[src/rtl/uas_pkg.sv]
package uas_pkg;

  typedef enum logic [2:0] {
    ST_IDLE,
    ST_FETCH_LO,
    ST_GRAB_LO,
    ST_GRAB_HI,
    ST_RESP
  } uasState_t;

  // Strobes from control to datapath, one bit per action
  typedef struct packed {
    logic latchReq;   // capture the incoming request and its decode
    logic busIssue;   // drive a bus read this cycle
    logic busSelHi;   // bus read targets the upper word
    logic captureLo;  // store returned data as the lower word
    logic captureHi;  // store returned data as the upper word
    logic rspFire;    // response is presented this cycle
  } uasStrobe_t;

endpackage

[src/rtl/uas_control.sv]
module uas_control
  import uas_pkg::*;
(
  input  logic       clk,
  input  logic       rstN,
  input  logic       reqValid,
  input  logic       inReject,
  input  logic       splitQ,
  output logic       reqReady,
  output uasStrobe_t strobe
);

  uasState_t state, stateNext;

  always_ff @(posedge clk or negedge rstN) begin
    if (!rstN) state <= ST_IDLE;
    else       state <= stateNext;
  end

  always_comb begin
    strobe    = '0;
    stateNext = state;
    case (state)
      ST_IDLE: begin
        if (reqValid) begin
          strobe.latchReq = 1'b1;
          stateNext       = inReject ? ST_RESP : ST_FETCH_LO;
        end
      end
      ST_FETCH_LO: begin
        strobe.busIssue = 1'b1;
        stateNext       = ST_GRAB_LO;
      end
      ST_GRAB_LO: begin
        strobe.captureLo = 1'b1;
        if (splitQ) begin
          strobe.busIssue = 1'b1;
          strobe.busSelHi = 1'b1;
          stateNext       = ST_GRAB_HI;
        end else begin
          stateNext = ST_RESP;
        end
      end
      ST_GRAB_HI: begin
        strobe.captureHi = 1'b1;
        stateNext        = ST_RESP;
      end
      ST_RESP: begin
        strobe.rspFire = 1'b1;
        stateNext      = ST_IDLE;
      end
      default: stateNext = ST_IDLE;
    endcase
  end

  assign reqReady = (state == ST_IDLE);

  // acceptance closes the request port on the next cycle
  p_ready_drop_r9: assert property (@(posedge clk) disable iff (!rstN)
    (reqValid && reqReady) |=> !reqReady);

  // response lasts exactly one cycle
  p_rsp_pulse_r8: assert property (@(posedge clk) disable iff (!rstN)
    strobe.rspFire |=> !strobe.rspFire);

  // never more than two consecutive bus reads
  p_bus_burst_r3: assert property (@(posedge clk) disable iff (!rstN)
    (strobe.busIssue && $past(strobe.busIssue)) |=> !strobe.busIssue);

endmodule

[src/rtl/uas_datapath.sv]
module uas_datapath
  import uas_pkg::*;
#(
  parameter int ADDR_W = 32,
  parameter int DATA_W = 32,
  parameter int SIZE_W = 2
) (
  input  logic              clk,
  input  logic              rstN,
  input  uasStrobe_t        strobe,
  input  logic [ADDR_W-1:0] reqAddr,
  input  logic [SIZE_W-1:0] reqSize,
  input  logic              strictMode,
  input  logic [DATA_W-1:0] busRdata,
  output logic              inReject,
  output logic              splitQ,
  output logic [ADDR_W-1:0] busAddr,
  output logic [DATA_W-1:0] rspData,
  output logic              rspErr
);

  localparam int BYTES = DATA_W / 8;
  localparam int OFF_W = $clog2(BYTES);
  localparam int CNT_W = OFF_W + 2;

  // Decode of the incoming request
  logic [CNT_W-1:0] inOff, inBytes, inEnd;
  logic             inSizeBad, inSplit, inMis;

  always_comb begin
    inOff     = CNT_W'(reqAddr[OFF_W-1:0]);
    inBytes   = CNT_W'(1) << reqSize;
    inEnd     = inOff + inBytes;
    inSizeBad = (reqSize > SIZE_W'(OFF_W));
    inSplit   = (inEnd > CNT_W'(BYTES));
    inMis     = ((inOff & (inBytes - CNT_W'(1))) != '0);
    inReject  = inSizeBad | (strictMode & inMis);
  end

  // Held request state and fetched words
  logic [ADDR_W-1:0] addrQ;
  logic [SIZE_W-1:0] sizeQ;
  logic              errQ;
  logic [DATA_W-1:0] loWord, hiWord;

  always_ff @(posedge clk or negedge rstN) begin
    if (!rstN) begin
      addrQ  <= '0;
      sizeQ  <= '0;
      errQ   <= 1'b0;
      splitQ <= 1'b0;
      loWord <= '0;
      hiWord <= '0;
    end else begin
      if (strobe.latchReq) begin
        addrQ  <= reqAddr;
        sizeQ  <= reqSize;
        errQ   <= inReject;
        splitQ <= inSplit & ~inReject;
      end
      if (strobe.captureLo) loWord <= busRdata;
      if (strobe.captureHi) hiWord <= busRdata;
    end
  end

  // Bus addressing
  logic [ADDR_W-1:0] wordLo, wordHi;
  assign wordLo  = {addrQ[ADDR_W-1:OFF_W], {OFF_W{1'b0}}};
  assign wordHi  = wordLo + ADDR_W'(BYTES);
  assign busAddr = strobe.busSelHi ? wordHi : wordLo;

  // Shift and merge
  logic [OFF_W-1:0]    offQ;
  logic [2*DATA_W-1:0] pair;
  logic [DATA_W-1:0]   aligned;
  logic [BYTES-1:0]    keep;

  assign offQ    = addrQ[OFF_W-1:0];
  assign pair    = {hiWord, loWord};
  assign aligned = DATA_W'(pair >> {offQ, 3'b000});

  for (genvar i = 0; i < BYTES; i++) begin : g_lane
    assign keep[i] = (sizeQ <= SIZE_W'(OFF_W)) && (i < (1 << sizeQ));
    assign rspData[i*8 +: 8] = (keep[i] && !errQ) ? aligned[i*8 +: 8] : 8'h00;
  end

  assign rspErr = errQ;

  // bus reads are always word aligned
  p_word_aligned_r1: assert property (@(posedge clk) disable iff (!rstN)
    strobe.busIssue |-> (busAddr[OFF_W-1:0] == '0));

  // second read targets the next word, wrapping at the top
  p_hi_follows_lo_r3: assert property (@(posedge clk) disable iff (!rstN)
    (strobe.busIssue && strobe.busSelHi) |-> (busAddr == $past(busAddr) + ADDR_W'(BYTES)));

  // rejected requests return zero data
  p_err_zero_r7: assert property (@(posedge clk) disable iff (!rstN)
    (strobe.rspFire && rspErr) |-> (rspData == '0));

  // single-byte result has a zero upper part
  p_zero_fill_r5: assert property (@(posedge clk) disable iff (!rstN)
    (strobe.rspFire && sizeQ == '0) |-> (rspData[DATA_W-1:8] == '0));

endmodule

[src/rtl/unaligned_read_splitter.sv]
module unaligned_read_splitter
  import uas_pkg::*;
#(
  parameter int ADDR_W = 32,
  parameter int DATA_W = 32,
  parameter int SIZE_W = 2
) (
  input  logic              clk,
  input  logic              rstN,
  input  logic              strictMode,
  input  logic              reqValid,
  output logic              reqReady,
  input  logic [ADDR_W-1:0] reqAddr,
  input  logic [SIZE_W-1:0] reqSize,
  output logic              busReqValid,
  output logic [ADDR_W-1:0] busAddr,
  input  logic [DATA_W-1:0] busRdata,
  output logic              rspValid,
  output logic [DATA_W-1:0] rspData,
  output logic              rspErr
);

  uasStrobe_t strobe;
  logic       inReject;
  logic       splitQ;

  uas_control u_control (
    .clk      (clk),
    .rstN     (rstN),
    .reqValid (reqValid),
    .inReject (inReject),
    .splitQ   (splitQ),
    .reqReady (reqReady),
    .strobe   (strobe)
  );

  uas_datapath #(
    .ADDR_W (ADDR_W),
    .DATA_W (DATA_W),
    .SIZE_W (SIZE_W)
  ) u_datapath (
    .clk        (clk),
    .rstN       (rstN),
    .strobe     (strobe),
    .reqAddr    (reqAddr),
    .reqSize    (reqSize),
    .strictMode (strictMode),
    .busRdata   (busRdata),
    .inReject   (inReject),
    .splitQ     (splitQ),
    .busAddr    (busAddr),
    .rspData    (rspData),
    .rspErr     (rspErr)
  );

  assign busReqValid = strobe.busIssue;
  assign rspValid    = strobe.rspFire;

endmodule

[config.mk]
export PLATFORM = sky130hd
export DESIGN_NAME = unaligned_read_splitter
export DESIGN_NICKNAME = d
export VERILOG_FILES = /design/src/rtl/uas_pkg.sv /design/src/rtl/uas_control.sv /design/src/rtl/uas_datapath.sv /design/src/rtl/unaligned_read_splitter.sv
export SDC_FILE = /design/constraint.sdc
export NUM_CORES = 1
export LEC_CHECK = 0
export ABC_AREA = 1
export BUFFER_PORTS_ARGS = -buffer_cell sky130_fd_sc_hd__buf_2
export CAP_MARGIN = 15
export CORE_MARGIN = 5
export CORE_UTILIZATION = 43
export CTS_CLUSTER_DIAMETER = 200
export DETAILED_ROUTE_END_ITERATION = 16
export GPL_TIMING_DRIVEN = 0
export PLACE_DENSITY = 0.65
export SYNTH_ARGS = -nofsm -noshare
export SYNTH_HDL_FRONTEND = slang
export SYNTH_HIERARCHICAL = 1
export SYNTH_SLANG_ARGS = --single-unit
export TNS_END_PERCENT = 100
[constraint.sdc]
create_clock -name clk -period 3.4 [get_ports clk]
set_clock_uncertainty 0.2 [all_clocks]
set_input_delay 0.68 -clock clk [delete_from_list [all_inputs] [get_ports clk]]
set_output_delay 0.68 -clock clk [all_outputs]
set_load 0.03 [all_outputs]
### Yosys cells after proc, flatten, opt, wreduce, memory -nomap -nowiden

Index checks and enable logic that the tools add are counted.

* equal/unequal tests: 5
* $add $sub $neg: 3
* multiplexer cells: 16
* bitwise logic cells: 5
* shift operators: 3
* reduce and logical (&&, ||, !) cells: 11
* order comparisons: 7

Operator list (count)
* less-than comparator 3 x 32 -> 1 bit (first input constant): 2
* >> shifter 64 x 5 -> 32 bit: 1
* adder 32 x 3 -> 32 bit (second input constant): 1
* less-than comparator 1 x 32 -> 1 bit (first input constant): 1
* less-than comparator 2 x 32 -> 1 bit (first input constant): 1
* 2-to-1 mux 32 bit: 1
* 2-to-1 mux 8 bit: 4
* << shifter 1 x 2 -> 32 bit (first input constant): 1
* case mux 3 bit (4 select lines): 1
* 2-to-1 mux 3 bit: 3
* logical AND 1 bit: 8
* == test 3 x 2 -> 1 bit (second input constant): 2
* adder 2 x 4 -> 4 bit: 1
* AND 2 x 4 -> 4 bit: 1
* > comparator 4 x 3 -> 1 bit (second input constant): 1
* 2-to-1 mux 1 bit: 4
* 2-to-1 mux 2 bit: 2
* nonzero test 4 bit: 1
* << shifter 1 x 2 -> 4 bit (first input constant): 1
* subtractor 4 x 1 -> 4 bit (second input constant): 1
* == test 3 x 1 -> 1 bit (second input constant): 1
* == test 3 bit (second input constant): 1
* logical NOT 3 bit: 1
* AND 1 bit: 2
* other kinds (7): 7

* logic and storage cells: 57
* input port bits: 70
* flip-flop bits (word level): 103

### Logic depth before layout (Yosys ltp)

* word-level depth: 9
* gate-level depth with buffers: 11

### Modules after synthesis

Netlist, hierarchy kept.

Modules (own cells, without submodules)
* uas_datapath: cells each 716, instances 1, seq. area each 2302.2 sq um, area an instance 5356.4 sq um
* uas_control: cells each 30, instances 1, seq. area each 75.1 sq um, area an instance 200.2 sq um

### Least setup slack after synthesis

Ideal clock, no wire load.

* path kind: register -> output
* start point: register u_control.state[0]
* end point: output busAddr[17]
* path buffers: 0
* stages on the path, launching flop included: 10
* arrival time: 1867 ps
* setup slack: 653 ps
* cells stage by stage: dfrtp_1 -> nor2_4 -> nand3_1 -> inv_1 -> nand2_1 -> nor2_4 -> nand2_2 -> nor2_4 -> nand2_1 -> xor2_1

RTL lines
* from (decl): RTL line uas_control.sv:13 `uasState_t state, stateNext;`
* from (signal assigned): RTL line uas_control.sv:17 `else state <= stateNext;`
* to (decl): RTL line unaligned_read_splitter.sv:16 `output logic [ADDR_W-1:0] busAddr,`

==> impl_metrics.json <==
{
  "die_h_microns": 124,
  "rsz0062_at_grt": "no",
  "synthesis.yosys.warnings": 6,
  "first_iter_violations": 390,
  "slew_headroom_pct": 51.6,
  "totalWireLength_mm": 16.5,
  "clock-sinks": 95,
  "root_buffer": "clkbuf_16",
  "swShare_pct": 48.6,
  "drive_gt1_share_pct": 23.0,
  "status": "finished, final reports clean",
  "p_int_w": 0.00331,
  "syn_to_final_growth_pct": 22.1,
  "io_pins": 138,
  "drv_slew": 0,
  "place_area_sq_um": 6470,
  "cp_slowest_cell": "dfrtp_1",
  "crit_chain": "nor2_4 -> nand3_1 -> inv_2 -> nand2_1 -> nor2_4 -> nand2_2 -> nor2_4 -> nand2_1 -> xor2_1 -> buf_2",
  "cp.arrival_ns": 2.30,
  "clkPwrFrac_pct": 16.5,
  "ys_ff_latch": 95,
  "initial_utilization_pct": 44.0,
  "grt_pass1_vias": 5128,
  "cp_max_fo": 7,
  "dp_hpwl_mm": 12.7,
  "maxCapViolations": 0,
  "synth-edff-count": 0,
  "fin_area_sq_um": 6790,
  "fin_crit_sh_pct": 93.5,
  "slowest_delay_ns": 0.44,
  "port_buffers": 135,
  "async_reset_ff_share_pct": 100,
  "grt_use_total_pct": 21.6,
  "syn_avg_cell_area_sq_um": 7.45,
  "avgRoutedWirePerCell_microns": 15.4,
  "final-hold-violation-count": 0,
  "crit_top_cell": "nor2_4",
  "antenna_left": 0,
  "start_kind": "flip-flop",
  "synth_seq_area_share_pct": 42.8,
  "die_x_microns": 124,
  "tightestPinTransition_ns": 0.726,
  "dieArea_sq_um": 15300,
  "htree_levels": 3,
  "finalWeightedCongestion": 0.930,
  "grt_pass1_wl_mm": 25.6,
  "netlist_instances": 746,
  "hold_class": "input port to asynchronous set/reset pin",
  "post-route-min-period_ns": 3.18,
  "via_count": 5353,
  "worst_slack_ns": 0.222,
  "synth.distinct_cells": 28,
  "end_kind": "output pin",
  "critPathKind": "flip-flop to output pin",
  "fmax_ghz": 0.315,
  "setup_viol": 0,
  "power.share.sequential_pct": 32.2,
  "holdWs_ns": 0.185,
  "rows": 41,
  "holdBufCountCts": 0,
  "fillers": 1310,
  "seq_area_sq_um": 2380,
  "p_sw_w": 0.00313,
  "clkTransAtPathRegs_ns": 0.07,
  "cts_max_path_buffers": 2,
  "multi_input_area_sq_um": 2630,
  "insertion_delay_ns": 0.34,
  "drt_first_pass_iters": 6,
  "syn_area_sq_um": 5560,
  "grt_start_max_net_pins": 56,
  "ir_drop_mv": 0.414,
  "dpl_worst_slack_ns": 0.547,
  "antenna_found_initial": 2,
  "synthFlopType": "dfrtp_1",
  "required_ns": 2.52,
  "cts_tree": "built",
  "drc": 0,
  "crit_family": "simple AND/OR/NAND/NOR gates",
  "combinationalPowerShare_pct": 51.2,
  "core_area_sq_um": 12600,
  "layout.nets": 971,
  "grt_overflow": 0,
  "numCtsBuffers": 9,
  "path_buf_inv": 2,
  "viasPerCell": 4.99,
  "p_per_area_nw_per_um2": 950,
  "finalSetupTns_ns": 0,
  "leakage_nw": 3.39
}
==> final timing paths <==
path | slack [ns] | cells past startpoint | to | start
max reg2reg | 1.01 | 7 | u_datapath/addrQ[27] | u_control/state[0]
max in group asynchronous | 2.14 | 2 | u_datapath/addrQ[28] | rstN
min reg2reg | 0.31 | 1 | u_datapath/loWord[2] | u_datapath/loWord[2]
min in group clk | 0.31 | 1 | u_datapath/loWord[2] | u_datapath/loWord[2]
min | 0.19 | 1 | u_datapath/loWord[29] | rstN
max | 0.22 | 10 | busAddr[17] | u_control/state[0]
==> power groups by stage <==
| stage | logic (W) | registers (W) | clock network [W] |
|---|---|---|---|
| finish | 0.00330 | 0.00208 | 0.00106 |
| global route | 0.00365 | 0.00214 | 0.00113 |
| CTS | 0.00330 | 0.00207 | 0.00109 |
| detailed placement | 0.00328 | 0.00208 | 0 |
| global placement | 0.00325 | 0.00207 | 0 |
| floorplan | 0.00236 | 0.00198 | 0 |
==> stage by stage <==
step / power [W] / std cells / utilization, %
floorplan: 0.00435 / 747 / -
global placement: 0.00532 / 1054 / 51.1
detailed placement: 0.00537 / 1055 / 51.3
CTS: 0.00646 / 1071 / 53.8
global route: 0.00693 / 1072 / 53.8
finish: 0.00645 / 1072 / 53.8
==> registers in the layout, summed over array words and instances (netlist names) <==
| name | count |
|---|---|
| u_datapath/addrQ | 32 |
| u_datapath/loWord | 32 |
| u_datapath/hiWord | 24 |
| u_control/state | 3 |
| u_datapath/sizeQ | 2 |
| u_datapath/rspErr | 1 |
| u_datapath/splitQ | 1 |
==> per-layer routing <==
layer / up-vias / global-route usage (%) / share of wire (%)
met4: 2 / 5.33 / 1.4
met5: - / 0 / 0.042
met3: 28 / 4.95 / 7.2
li1: 2667 / - / -
met1: 2458 / 27.7 / 44
met2: 198 / 37.0 / 47
==> cell usage in the layout, fill, tap and decap left out, types with 2 or more instances in the layout <==
cell type    n
inv_2        2
xor2_1      20
ha_1         6
nor2_1      20
nor3_1       7
conb_1       2
nor2_4       8
a21oi_1     51
nand2_1    221
nand4_1      8
clkbuf_1    22
clkinv_2     2
inv_1       98
buf_2      148
dfrtp_1     95
buf_1        2
o211ai_1    16
nor2_2       3
mux2_2      16
buf_4        4
clkbuf_16    9
nand2_2      5
o21ai_0    101
nand3_1     19
clkbuf_8     3
nand3_2      3
or2_2        2
==> layout make-up <==
class,instances,share of cell area [%]
antenna,1,0.0369
timing repair buffer,136,10.3
clock buffer,13,3.98
sequential,95,35.0
buffer,40,2.64
clock inverter,3,0.590
inverter,100,5.53
multi-input combinational,512,38.7
tap,172,3.17
==> kinds of logic after synthesis <==
family / after synthesis / synth area share, %
AO/OA/AOI/OAI: 170 / 16.1
XOR/XNOR: 21 / 3.31
adder cells (fa/ha/maj): 7 / 1.71
buffers and inverters: 140 / 9.98
flip-flops: 95 / 42.8
multiplexers: 16 / 3.24
other: 1 / 0.0675
AND/OR/NAND/NOR: 296 / 22.8
==> synth_stat cells, types with 2 or more instances <==
cell	count	area, sq um
a21oi_1	51	255
nand2_2	5	31.3
buf_1	2	7.51
ha_1	6	75.1
nand4_1	8	50.1
buf_2	14	70.1
nor2_4	8	90.1
buf_4	3	22.5
o211ai_1	16	120
or2_2	2	12.5
dfrtp_1	95	2380
nand2_1	221	830
inv_1	99	372
o21ai_0	101	505
nor3_1	7	35.0
nand3_2	3	30.0
mux2_2	16	180
nor2_2	3	18.8
nand3_1	19	95.1
clkbuf_1	21	78.8
nor2_1	20	75.1
xor2_1	20	175
==> timing repair <==
item	CTS	global route
buffers inserted	0	0
resized for setup	0	1
endpoints found under the setup margin	0	1
No activity file was read; power rests on OpenSTA's default activity.
